`src/rtl/spi_eng_pkg.sv`:
```
package spi_eng_pkg;
  localparam int unsigned DEF_DATA_W  = 16;
  localparam int unsigned DEF_DIV_W   = 16;
  localparam int unsigned DEF_MIN_DIV = 7;

  // mode bits captured at word acceptance
  typedef struct packed {
    logic msb_first;
    logic cpha;
    logic loopback;
  } spi_mode_t;
endpackage

```
`src/rtl/spi_eng_baud.sv`:
```
module spi_eng_baud #(
  parameter int DIV_W = 16
) (
  input  logic             clk,
  input  logic             rst,
  input  logic             clear,
  input  logic             run,
  input  logic [DIV_W-1:0] div,
  output logic             tick
);
  // a zero divider selects the full counter range
  logic [DIV_W:0]   span;
  logic [DIV_W-1:0] cnt;

  assign span = (div == '0) ? {1'b1, {DIV_W{1'b0}}} : {1'b0, div};
  assign tick = run && ({1'b0, cnt} == (span - 1'b1));

  always_ff @(posedge clk) begin
    if (rst || clear) begin
      cnt <= '0;
    end else if (run) begin
      cnt <= tick ? '0 : cnt + 1'b1;
    end
  end
endmodule

```
`src/rtl/spi_eng_seq.sv`:
```
module spi_eng_seq #(
  parameter int LEN_W = 4
) (
  input  logic             clk,
  input  logic             rst,
  input  logic             launch,
  input  logic             tick,
  input  logic             cpha,
  input  logic [LEN_W-1:0] len,
  output logic             busy,
  output logic [LEN_W-1:0] bit_idx,
  output logic             sample_en,
  output logic             drive_en,
  output logic [LEN_W-1:0] drive_idx,
  output logic             finish
);
  logic lead;      // next SCK edge is the first edge of the current bit
  logic last_bit;
  logic edge_go;

  assign last_bit  = (bit_idx == len);
  assign edge_go   = busy && tick;
  assign sample_en = edge_go && (lead ^ cpha);
  assign drive_en  = edge_go && ((lead && cpha) || (!lead && !cpha && !last_bit));
  assign drive_idx = lead ? bit_idx : bit_idx + 1'b1;
  assign finish    = edge_go && !lead && last_bit;

  always_ff @(posedge clk) begin
    if (rst) begin
      busy    <= 1'b0;
      lead    <= 1'b1;
      bit_idx <= '0;
    end else if (launch) begin
      busy    <= 1'b1;
      lead    <= 1'b1;
      bit_idx <= '0;
    end else if (edge_go) begin
      lead <= ~lead;
      if (!lead) begin
        if (last_bit) busy <= 1'b0;
        else          bit_idx <= bit_idx + 1'b1;
      end
    end
  end
endmodule

```
`src/rtl/spi_eng_data.sv`:
```
module spi_eng_data #(
  parameter int DATA_W = 16,
  parameter int LEN_W  = 4
) (
  input  logic              clk,
  input  logic              rst,
  input  logic              launch,
  input  logic [DATA_W-1:0] tx_in,
  input  logic [LEN_W-1:0]  len_in,
  input  logic              msb_in,
  input  logic              cpha_in,
  input  logic [LEN_W-1:0]  len_q,
  input  logic              msb_q,
  input  logic              loop_q,
  input  logic              drive_en,
  input  logic [LEN_W-1:0]  drive_idx,
  input  logic              sample_en,
  input  logic [LEN_W-1:0]  sample_idx,
  input  logic              finish,
  input  logic              miso,
  output logic              mosi,
  output logic [DATA_W-1:0] rx_word,
  output logic              done
);
  // serial step k maps to word bit (len-k) or k depending on order
  function automatic logic [LEN_W-1:0] pos(input logic [LEN_W-1:0] len,
                                           input logic msb,
                                           input logic [LEN_W-1:0] idx);
    return msb ? (len - idx) : idx;
  endfunction

  logic [DATA_W-1:0] tx_q;
  logic [DATA_W-1:0] rx_acc;
  logic [DATA_W-1:0] rx_nxt;
  logic              rx_bit;

  assign rx_bit = loop_q ? mosi : miso;

  always_comb begin
    rx_nxt = rx_acc;
    if (sample_en) rx_nxt[pos(len_q, msb_q, sample_idx)] = rx_bit;
  end

  always_ff @(posedge clk) begin
    if (rst) begin
      tx_q    <= '0;
      rx_acc  <= '0;
      rx_word <= '0;
      mosi    <= 1'b0;
      done    <= 1'b0;
    end else begin
      done <= finish;
      if (launch) begin
        tx_q   <= tx_in;
        rx_acc <= '0;
        if (!cpha_in) mosi <= tx_in[pos(len_in, msb_in, '0)];
      end else begin
        if (drive_en)  mosi    <= tx_q[pos(len_q, msb_q, drive_idx)];
        if (sample_en) rx_acc  <= rx_nxt;
        if (finish)    rx_word <= rx_nxt;
      end
    end
  end
endmodule

```
`src/rtl/spi_shift_engine.sv`:
```
module spi_shift_engine
  import spi_eng_pkg::*;
#(
  parameter int DATA_W  = DEF_DATA_W,
  parameter int DIV_W   = DEF_DIV_W,
  parameter int MIN_DIV = DEF_MIN_DIV,
  localparam int LEN_W  = $clog2(DATA_W)
) (
  input  logic              clk,
  input  logic              rst,
  input  logic              start,
  output logic              ready,
  input  logic [DATA_W-1:0] tx_word,
  output logic [DATA_W-1:0] rx_word,
  output logic              done,
  output logic              busy,
  input  logic [DIV_W-1:0]  cfg_div,
  input  logic [LEN_W-1:0]  cfg_len,
  input  logic              cfg_msb_first,
  input  logic              cfg_cpol,
  input  logic              cfg_cpha,
  input  logic              cfg_loopback,
  output logic              cfg_bad,
  output logic              sck,
  output logic              mosi,
  input  logic              miso
);
  logic             div_bad;
  logic             launch;
  logic             tick;
  logic [DIV_W-1:0] div_q;
  logic [LEN_W-1:0] len_q;
  spi_mode_t        mode_q;
  logic [LEN_W-1:0] bit_idx;
  logic [LEN_W-1:0] drive_idx;
  logic             sample_en;
  logic             drive_en;
  logic             finish;

  assign div_bad = (cfg_div != '0) && (cfg_div < DIV_W'(MIN_DIV));
  assign launch  = start && !busy && !div_bad;
  assign ready   = ~busy;

  always_ff @(posedge clk) begin
    if (rst) begin
      div_q   <= '0;
      len_q   <= '0;
      mode_q  <= '0;
      cfg_bad <= 1'b0;
      sck     <= 1'b0;
    end else begin
      cfg_bad <= div_bad;
      if (launch) begin
        div_q            <= cfg_div;
        len_q            <= cfg_len;
        mode_q.msb_first <= cfg_msb_first;
        mode_q.cpha      <= cfg_cpha;
        mode_q.loopback  <= cfg_loopback;
      end
      if (!busy)     sck <= cfg_cpol;
      else if (tick) sck <= ~sck;
    end
  end

  spi_eng_baud #(.DIV_W(DIV_W)) u_baud (
    .clk  (clk),
    .rst  (rst),
    .clear(launch),
    .run  (busy),
    .div  (div_q),
    .tick (tick)
  );

  spi_eng_seq #(.LEN_W(LEN_W)) u_seq (
    .clk      (clk),
    .rst      (rst),
    .launch   (launch),
    .tick     (tick),
    .cpha     (mode_q.cpha),
    .len      (len_q),
    .busy     (busy),
    .bit_idx  (bit_idx),
    .sample_en(sample_en),
    .drive_en (drive_en),
    .drive_idx(drive_idx),
    .finish   (finish)
  );

  spi_eng_data #(.DATA_W(DATA_W), .LEN_W(LEN_W)) u_data (
    .clk       (clk),
    .rst       (rst),
    .launch    (launch),
    .tx_in     (tx_word),
    .len_in    (cfg_len),
    .msb_in    (cfg_msb_first),
    .cpha_in   (cfg_cpha),
    .len_q     (len_q),
    .msb_q     (mode_q.msb_first),
    .loop_q    (mode_q.loopback),
    .drive_en  (drive_en),
    .drive_idx (drive_idx),
    .sample_en (sample_en),
    .sample_idx(bit_idx),
    .finish    (finish),
    .miso      (miso),
    .mosi      (mosi),
    .rx_word   (rx_word),
    .done      (done)
  );
endmodule

```
`config.mk`:
```
export PLATFORM = sky130hd
export DESIGN_NAME = spi_shift_engine
export DESIGN_NICKNAME = d
export VERILOG_FILES = /design/src/rtl/spi_eng_pkg.sv /design/src/rtl/spi_eng_baud.sv /design/src/rtl/spi_eng_seq.sv /design/src/rtl/spi_eng_data.sv /design/src/rtl/spi_shift_engine.sv
export SDC_FILE = /design/constraint.sdc
export NUM_CORES = 1
export LEC_CHECK = 0
export BUFFER_PORTS_ARGS = -buffer_cell sky130_fd_sc_hd__buf_4
export CORE_ASPECT_RATIO = 1.75
export CORE_MARGIN = 3
export CORE_UTILIZATION = 38
export CTS_BUF_LIST = sky130_fd_sc_hd__clkbuf_4 sky130_fd_sc_hd__clkbuf_8 sky130_fd_sc_hd__clkbuf_16
export CTS_CLUSTER_DIAMETER = 80
export DETAILED_ROUTE_END_ITERATION = 6
export GPL_TIMING_DRIVEN = 1
export SYNTH_ARGS = -nofsm -noshare
export SYNTH_HDL_FRONTEND = slang
export SYNTH_HIERARCHICAL = 1
export SYNTH_SLANG_ARGS = --single-unit
```
`constraint.sdc`:
```
create_clock -name clk -period 3.4 [get_ports clk]
set_clock_uncertainty 0.1 [all_clocks]
set_input_delay 0.17 -clock clk [delete_from_list [all_inputs] [get_ports clk]]
set_output_delay 0.17 -clock clk [all_outputs]
set_load 0.02 [all_outputs]
```
==> results of run 1 <==
## cell type report
type                    count  area [um^2]  area share (%)
multi-input cells         548         3840            52.0
flip-flops and latches     97         1940            26.3
repair buffers            124          996            13.5
clock buffers              10          239            3.23
well taps                 183          229            3.10
inverters                  21         78.8            1.07
clock inverters             6         66.3           0.897
## layout by cell type, fill, tap and decap left out, types with 21 or more instances in the layout
master and n:
xnor2_1 27, nand2_1 59, dfxtp_1 97, a21oi_1 27, buf_4 102, and3_1 29
nor2_2 22, dlygate4sd3_1 21, inv_1 21, mux2i_1 23, nor2_1 72
## metrics by stage
| stage | power, mW | TNS [ns] |
|---|---|---|
| floorplan | 1.63 | 0 |
| global placement | 1.80 | 0 |
| detailed placement | 1.81 | -0.737 |
| CTS | 2.88 | 0 |
| global route | 3.01 | -0.617 |
| finish | 2.87 | 0 |
## flip-flops by register name (all words and copies together), names as in the netlist
name and count:
div_q 16, u_data/rx_acc 16, u_data/mosi 1, len_q 4, u_baud/cnt 16, u_data/tx_q 16, mode_q 3, sck 1
u_seq/lead 1, u_data/rx_word 16, u_data/done 1, cfg_bad 1, u_seq/bit_idx 4, u_seq/busy 1
## repair_timing
action                     in CTS  in global routing
hold endpoints to repair       21                  0
setup buffers                   0                  4
hold buffers                   21                  0
gates cloned                    0                  0
pin swaps                       1                  7
gates resized for setup         1                 26
setup endpoints to repair      18                 32
## power groups by stage
stage | Sequential [mW] | Clock, mW | Combinational (mW)
finish | 1.22 | 1.05 | 0.597
global route | 1.23 | 1.13 | 0.656
CTS | 1.22 | 1.07 | 0.583
detailed placement | 1.25 | 0 | 0.560
global placement | 1.25 | 0 | 0.548
floorplan | 1.24 | 0 | 0.386
## worst max-delay path: cells and delay by family, from the launching register on
kind,cells,cell delay [ns]
AND/OR/NAND/NOR,7,1.50
flip-flops,1,0.33
adder cells (fa/ha/maj),1,0.17
XOR/XNOR,1,0.19
AO/OA/AOI/OAI,4,0.67
buffers and inverters,2,0.25
## per-layer routing
metal / share of wire (%) / GRT usage [%]
met4: 4.1 / 8.27
met1: 38 / 20.3
met5: 0 / 0
met2: 55 / 38.7
met3: 2.8 / 3.21
## kinds of logic (layout without fill, tap and decap cells)
group | Yosys count | in the layout | share of synthesized area, %
compound gates | 156 | 156 | 21.1
xor+xnor | 43 | 43 | 6.34
fa+ha+maj | 14 | 14 | 3.20
buf+inv | 52 | 161 | 4.02
flops | 97 | 97 | 32.7
mux | 27 | 27 | 4.63
simple gates | 308 | 308 | 28.1
## how the worst max path moves through the flow
stage	from	to	slack, ns	cells past startpoint
CTS	div_q[0]$_SDFFE_PP0P_	u_data/rx_word[14]$_SDFFE_PP0P_	0.02	13
floorplan	div_q[0]$_SDFFE_PP0P_	u_data/rx_word[13]$_SDFFE_PP0P_	0.10	13
detailed placement	div_q[0]$_SDFFE_PP0P_	u_data/rx_word[1]$_SDFFE_PP0P_	-0.1	14
global placement	div_q[0]$_SDFFE_PP0P_	u_data/rx_word[14]$_SDFFE_PP0P_	0.07	13
global route	div_q[0]$_SDFFE_PP0P_	u_data/rx_word[0]$_SDFFE_PP0P_	-0.06	15
finish	div_q[0]$_SDFFE_PP0P_	u_data/rx_word[7]$_SDFFE_PP0P_	0.12	15
==> metrics.cfg, run 1 <==
[pwr]
p_leak_nw = 2.94
power.share.sequential_pct = 42.7
internal_power_mw = 2.04
swShare_pct = 28.8
vdd_ir_drop_max_mv = 0.211
p_sw_uw = 827
clock_power_share_pct = 36.5
combPwrFrac_pct = 20.8
powerDensity_mw_per_mm2 = 388

[setup_path]
path_class = reg -> reg
startpoint_type = flop
path_cells = inv_1 > ha_1 > nor3b_4 > buf_4 > nand4_1 > xnor2_1 > nor4_1 > nand4_1 > nor3_4 > and3_4 > a21bo_4 > nor2_1 > a31oi_1 > a21o_1 > o21ai_1
cp_data_arrival_time_ns = 3.47
worst_path_max_delay_cell = dfxtp_1
end_kind = flop
crit_top_cell = nand4_1
r2r-start = div_q[0]$_SDFFE_PP0P_
cp_max_fo = 6
r2r_cells = 15
timing.reg2reg.setup_slack_ns = 0.12
worstPathRequired_ns = 3.58
r2r-end = u_data/rx_word[7]$_SDFFE_PP0P_
max_stage_delay_ns = 0.33

[clock_tree]
clock_sinks = 97
cts_root_buf = clkbuf_16
clockBufferDepth = 2
h-tree-depth = 3
cts_inserted_buffers = 9
path_clk_slew_ns = 0.07
cts_tree = built
clkLatencyLatePin_ns = 0.35

[route]
wl_mm = 16.8
drc = 0
via_count = 5562
drt_iter0_drc = 182
vias_per_cell = 5.62
ant_nets = 0
dr.pass1.iters = 5
wire_per_inst_um = 17.0

[sta]
hold_slack_ns = 0.0139
period_needed_ns = 3.28
fin_crit_sh_pct = 96.6
setup_violations = 0
worstMarginPinSlew_ns = 0.680
max_clock_freq_mhz = 305
worst_slack_ns = 0.117
timing.slew.headroom_pct = 54.6
slew_viol_final = 0
hold_viol = 0
rsz0062_at_grt = true

[yosys]
synth_warnings = 6
synth_area_leaders = dfxtp_1 (33%), nor2_1 (5.3%), xnor2_1 (4.0%)
yosysTopAreaCell = dfxtp_1
synth-main-ff-cell = dfxtp_1
syn-num-nets = 755
synthCells = 697
syn_area_mm2 = 0.00594
ys_types = 77
syn_avg_cell_area_um2 = 8.53
synth_edf_count = 0
ys_ff_latch = 97
synth.most_common_cell = dfxtp_1
synth_top_area_share_pct = 32.7
ys_seq_area_share_pct = 32.7
synthArstFlopShare_pct = 0
ys_top_cells_by_count = dfxtp_1 (97), nor2_1 (84), nand2_1 (59)

[global_routing]
antenna_found_initial = 0
grt.total_usage_pct = 19.8
grt_max_degree = 48
grt_pass1_vias = 5711
overflow = 0
grt_pass1_wl_mm = 27.4

[layout]
drive_gt1_share_pct = 23.6
finish.utilization_pct = 48.9
antenna-diode-count = 0
fillers = 1438
num-nets-final = 859
area_growth_pct = 24.4
stdcell_count = 989
final_area_mm2 = 0.00739

[run_status]
outcome = completed

[placement]
gp_congestion = 0.892
place_area_mm2 = 0.00677
portBuffers = 65
dp_slack_ns = -0.0957
hpwl_mm = 12.5
dp.cells = 948

[job]
cap_viol_max_count = 0

[min_path]
min_from = cfg_div[15]
whs_endpoint = div_q[15]$_SDFFE_PP0P_
holdPathStages = 3
hold_path_class = in -> reg

[die]
start_util_pct = 39.3
io_pins = 66
rows = 59
die_area_mm2 = 0.0172
die_x_um = 101
die_h_um = 171
coreArea_mm2 = 0.0151

Note: power is estimated with default switching activity, not from simulation.
==> inputs of run 2 (changes only) <==
Settings changed: CORE_ASPECT_RATIO 1.75 to 1.5.
==> metrics.cfg, run 2 (synthesis gave the netlist of run 1 again) <==
[sta]
setup_violations = 0  ; unchanged
hold_viol = 0  ; unchanged
worstMarginPinSlew_ns = 1.21  ; +0.534 ns
timing.slew.headroom_pct = 19.1  ; -36 points
hold_slack_ns = 0.0176  ; +0.00370 ns
fin_setup_tns_ns = 0  ; unchanged
slew_viol_final = 0  ; unchanged
fin_crit_sh_pct = 96.6  ; about the same
rsz0062_at_grt = true
max_clock_freq_mhz = 305  ; about the same
period_needed_ns = 3.28  ; +0.000563 ns

[setup_path]
worstPathRequired_ns = 3.59  ; about the same
crit_path_end = u_data/rx_word[3]$_SDFFE_PP0P_
end_kind = flop
timing.reg2reg.setup_slack_ns = 0.12  ; about the same
startpoint_type = flop
r2r-start = div_q[4]$_SDFFE_PP0P_
cp_max_fo = 6  ; unchanged
r2r-end = u_data/rx_word[3]$_SDFFE_PP0P_
r2r_cells = 12  ; -3
cp_data_arrival_time_ns = 3.47  ; about the same
worstSetupStartpoint = div_q[4]$_SDFFE_PP0P_
path_class = reg -> reg

[die]
die_x_um = 108  ; +7.5%
io_pins = 66  ; unchanged
rows = 55  ; -6.8%
start_util_pct = 39.1  ; -0.19 points
die_area_mm2 = 0.0172  ; -0.16%
coreArea_mm2 = 0.0152  ; +0.50%
die_h_um = 159  ; -7.2%

[global_routing]
overflow = 0  ; unchanged
use_met2_pct = 36.4  ; -2.2 points
grt_pass1_vias = 5774  ; +1.1%
grt_pass1_wl_mm = 27.9  ; +1.9%
antenna_found_initial = 0  ; unchanged
grt.total_usage_pct = 19.8  ; +0.040 points
gr-max-usage-layer = met2
met3_usage_pct = 2.60  ; -0.61 points
grt_max_degree = 28  ; -42%
grt_use_met1_pct = 22.4  ; +2.1 points

[pwr]
p_leak_nw = 2.93  ; -0.54%
fin_total_pwr_mw = 2.87  ; about the same
powerDensity_mw_per_mm2 = 387  ; -0.31%
vdd_ir_drop_max_mv = 0.328  ; +56%

[placement]
portBuffers = 65  ; unchanged
hpwl_mm = 12.3  ; -2.2%
gp_congestion = 0.821  ; -8.0%

[clock_tree]
clkLatencyLatePin_ns = 0.35  ; about the same
cts_tree = built
cts_inserted_buffers = 9  ; unchanged
clock_sinks = 97  ; unchanged
cts_root_buf = clkbuf_16
path_clk_slew_ns = 0.08  ; about the same
clockBufferDepth = 2  ; unchanged
h-tree-depth = 3  ; unchanged

[layout]
num-nets-final = 857  ; -0.23%
fillers = 1458  ; +1.4%
antenna-diode-count = 0  ; unchanged
layout.cells.most_common_list = buf_4 (100), dfxtp_1 (96), nor2_1 (73), nand2_1 (59), and3_1 (29)
area_growth_pct = 24.8
drive_gt1_share_pct = 24.0  ; +0.43 points
final_common_cell = buf_4

[route]
wire_per_inst_um = 16.8  ; -1.0%
dr.pass1.iters = 5  ; unchanged
drt_iter0_drc = 280  ; +54%
ant_nets = 0  ; unchanged
wl_mm = 16.9  ; +0.36%
drc = 0  ; unchanged
vias_per_cell = 5.53  ; -1.7%
via_count = 5544  ; -0.32%

[run_status]
outcome = completed

[min_path]
hold_path_class = in -> reg

[job]
cap_viol_max_count = 0  ; unchanged

run 2: changes by cell type in the layout (fill, tap and decap cells not counted), sizes merged:
cell and delta:
buf -2, bufinv -1, clkbuf -1, clkinv -1, clkinvlp +1, inv +2
run 2: area by class of cell:
cell class,instances,area [um^2],area share [%]
Sequential cell,97,1940,26.2
Clock buffer,9,225,3.04
Multi-Input combinational cell,548,3870,52.2
Clock inverter,7,72.6,0.978
Tap cell,199,249,3.36
Timing Repair Buffer,122,981,13.2
Inverter,21,78.8,1.06
run 2: worst max-delay path, stage by stage (launching register included):
cell and delay [ns]:
dfxtp_1 0.37, nor4_4 0.49, nand4_1 0.24, xnor2_2 0.22, nor4_2 0.28, nand4_1 0.20
nor3_4 0.23, and3_4 0.25, a21bo_4 0.26, nor2_2 0.13, a31oi_1 0.11, a21o_1 0.22
o21ai_1 0.12
run 2: stage by stage:
stage                     worst slack [ns]  std cells  cell area [um^2]  utilization [%]
after global routing               -0.0764       1003              7420             48.8
after CTS                           0.0128        998              7280             47.9
after global placement               0.111        961              6770             44.5
after floorplan                      0.102        697              5940                -
after detailed placement           -0.0668        961              6770             44.5
final                                0.116       1003              7420             48.8
run 2: power by group:
group	switching (mW)	internal (mW)	leakage (nW)	total [mW]
Sequential	0.0488	1.17	0.789	1.22
Combinational	0.334	0.281	2.00	0.615
Clock	0.511	0.519	0.143	1.03
Total	0.894	1.97	2.93	2.87
run 2: timing repair:
item | CTS | global route
hold endpoints to repair | 21 | 0
endpoints found under the setup margin | 11 | 33
resized for setup | 2 | 30
setup buffers | 0 | 5
pin swaps | 0 | 10
hold buffers | 21 | 0
run 2: worst min path at each step:
stage                                               to  depth (start not counted)  slack, ns         from
after floorplan                u_seq/busy$_SDFFE_PP0P_                          1       0.14          rst
after global placement    u_data/tx_q[14]$_SDFFE_PP0P_                          3       0.32  tx_word[14]
after detailed placement   u_data/tx_q[5]$_SDFFE_PP0P_                          3       0.32   tx_word[5]
after CTS                             sck$_SDFFE_PP0P_                          3      0.007     cfg_cpol
after global routing                  sck$_SDFFE_PP0P_                          3       0.03     cfg_cpol
final                                 sck$_SDFFE_PP0P_                          3       0.02     cfg_cpol
run 2: per-layer routing:
layer	routed length, um	share of wire, %
met1	6610	39
met2	9130	54
met3	727	4.3
met4	418	2.5
met5	0	0
==> inputs of run 3 (changes only) <==
Settings changed: CORE_MARGIN 3 to unset.
==> metrics.cfg, run 3 (synthesis gave the netlist of run 1 again) <==
[run_status]
outcome = completed

[global_routing]
antenna_found_initial = 0  ; unchanged
overflow = 0  ; unchanged
grt.total_usage_pct = 21.2  ; +1.4 points
grt_max_degree = 48  ; +71%
grt_pass1_vias = 5701  ; -1.3%
grt_pass1_wl_mm = 27.6  ; -0.99%

[setup_path]
startpoint_type = flop
timing.reg2reg.setup_slack_ns = 0.05  ; -0.07 ns
path_class = reg -> reg
cp_max_fo = 4  ; -2
r2r_cells = 14  ; +2
crit_family = simple AND/OR/NAND/NOR gates
r2r-end = u_data/rx_word[3]$_SDFFE_PP0P_
max_stage_delay_ns = 0.38  ; -0.11 ns
cp_data_arrival_time_ns = 3.53  ; +0.06 ns
worstPathRequired_ns = 3.58  ; about the same
cp_num_buf_inv = 1  ; +1
worst_path_max_delay_cell = or3b_4
r2r-start = div_q[0]$_SDFFE_PP0P_
end_kind = flop
path_cells = inv_2 > ha_4 > or3b_4 > nand3b_1 > a211o_1 > nor4_4 > nor3_4 > nor3_2 > and3_4 > a21bo_4 > nor2_4 > a31oi_1 > a21o_1 > o21ai_1

[clock_tree]
cts_tree = built
clkLatencyLatePin_ns = 0.35  ; about the same
clock_sinks = 97  ; unchanged
cts_inserted_buffers = 9  ; unchanged
h-tree-depth = 3  ; unchanged
clockBufferDepth = 2  ; unchanged
cts_root_buf = clkbuf_16
path_clk_slew_ns = 0.07  ; about the same

[route]
wire_per_inst_um = 17.0  ; +0.87%
wl_mm = 17.0  ; +0.47%
via_count = 5586  ; +0.76%
drc = 0  ; unchanged
dr.pass1.iters = 5  ; unchanged
ant_nets = 0  ; unchanged
vias_per_cell = 5.59  ; +1.2%
drt_iter0_drc = 251  ; -10%

[layout]
layout.cells.most_common_list = buf_4 (96), dfxtp_1 (95), nor2_1 (68), nand2_1 (59), and3_1 (29)
stdcell_count = 999  ; -0.40%
area_growth_pct = 24.9  ; about the same
num-nets-final = 853  ; -0.47%
final_common_cell = buf_4
antenna-diode-count = 0  ; unchanged
drive_gt1_share_pct = 24.6  ; +0.62 points

[die]
io_pins = 66  ; unchanged
die_area_mm2 = 0.0162  ; -6.1%
rows = 55  ; unchanged
die_x_um = 104  ; -3.7%
start_util_pct = 39.1  ; unchanged
coreArea_mm2 = 0.0152  ; unchanged
die_h_um = 155  ; -2.5%

[sta]
rsz0062_at_grt = true
setup_violations = 0  ; unchanged
worstMarginPinSlew_ns = 1.22  ; +0.00905 ns
hold_viol = 0  ; unchanged
fin_crit_sh_pct = 98.5  ; +1.9 points
slew_viol_final = 0  ; unchanged
timing.slew.headroom_pct = 18.5  ; -0.60 points
max_clock_freq_mhz = 299  ; -1.9%
worst_slack_ns = 0.0511  ; -0.0653 ns
period_needed_ns = 3.35  ; +0.0653 ns
hold_slack_ns = 0.0134  ; -0.00417 ns
fin_setup_tns_ns = 0  ; unchanged

[pwr]
combPwrFrac_pct = 20.9  ; -0.5 points
powerDensity_mw_per_mm2 = 390  ; +0.83%
p_leak_nw = 2.91  ; -0.57%
vdd_ir_drop_max_mv = 0.207  ; -37%
internal_power_mw = 2.03  ; +2.9%
p_sw_uw = 862  ; -3.5%
swShare_pct = 29.8  ; -1.4 points
power.share.sequential_pct = 42.3  ; -0.3 points
fin_total_pwr_mw = 2.89  ; +0.88%
clock_power_share_pct = 36.8  ; +0.9 points

[min_path]
holdPathStages = 3  ; unchanged
hold_path_class = in -> reg
whs_endpoint = u_data/tx_q[2]$_SDFFE_PP0P_
min_from = tx_word[2]

[job]
cap_viol_max_count = 0  ; unchanged

[placement]
portBuffers = 65  ; unchanged
hpwl_mm = 12.3  ; +0.75%
gp_congestion = 0.856  ; +4.3%
dp.cells = 957  ; -0.42%
dp_slack_ns = -0.0234  ; +0.0435 ns

[run 3: power groups by stage]
stage / logic, mW / clock network [mW] / registers (mW)
after floorplan: 0.386 / 0 / 1.24
after global placement: 0.545 / 0 / 1.25
after detailed placement: 0.555 / 0 / 1.25
after CTS: 0.579 / 1.09 / 1.22
after global routing: 0.659 / 1.15 / 1.23
final: 0.604 / 1.07 / 1.22
[run 3: worst max path at each step]
stage | from | endpoint | slack [ns] | cells after the start
after global routing | div_q[0]$_SDFFE_PP0P_ | u_data/rx_word[3]$_SDFFE_PP0P_ | -0.13 | 14
final | div_q[0]$_SDFFE_PP0P_ | u_data/rx_word[3]$_SDFFE_PP0P_ | 0.05 | 14
after global placement | div_q[0]$_SDFFE_PP0P_ | u_data/rx_word[1]$_SDFFE_PP0P_ | 0.09 | 14
after detailed placement | div_q[0]$_SDFFE_PP0P_ | u_data/rx_word[5]$_SDFFE_PP0P_ | -0.02 | 14
after floorplan | div_q[0]$_SDFFE_PP0P_ | u_data/rx_word[13]$_SDFFE_PP0P_ | 0.10 | 13
after CTS | div_q[1]$_SDFFE_PP0P_ | u_data/rx_word[3]$_SDFFE_PP0P_ | 0.02 | 14
[run 3: area by class of cell]
type                       count  area [um^2]
clock buffer                   9          225
tap                          199          249
fill                        1493         7790
multi-input combinational    548         3890
sequential                    97         1940
inverter                      21         78.8
clock inverter                 7         83.8
timing repair buffer         118          952
[run 3: repair_timing]
item | in CTS | in global routing
resized for setup | 1 | 41
setup buffers | 0 | 6
hold buffers | 20 | 0
hold endpoints to repair | 20 | 0
pin swaps | 0 | 21
endpoints found under the setup margin | 2 | 31
[run 3: worst register-to-register path, stage by stage, from the launching register on]
cell,delay [ns]
dfxtp_2,0.33
inv_2,0.08
ha_4,0.12
or3b_4,0.38
nand3b_1,0.17
a211o_1,0.38
nor4_4,0.32
nor3_4,0.08
nor3_2,0.25
and3_4,0.26
a21bo_4,0.28
nor2_4,0.11
a31oi_1,0.12
a21o_1,0.22
o21ai_1,0.11
[run 3: layer usage]
metal,share of wire (%),vias to the layer above,GRT usage [%]
li1,-,2721,-
met1,40,2700,22.3
met2,54,140,41.7
met3,3.4,25,3.56
met4,2.6,0,8.10
met5,0,-,0
[run 3: metrics by stage]
step,cell area (um^2),utilization (%)
CTS,7250,47.7
global placement,6740,44.3
floorplan,5940,-
detailed placement,6740,44.3
finish,7420,48.8
global route,7420,48.8
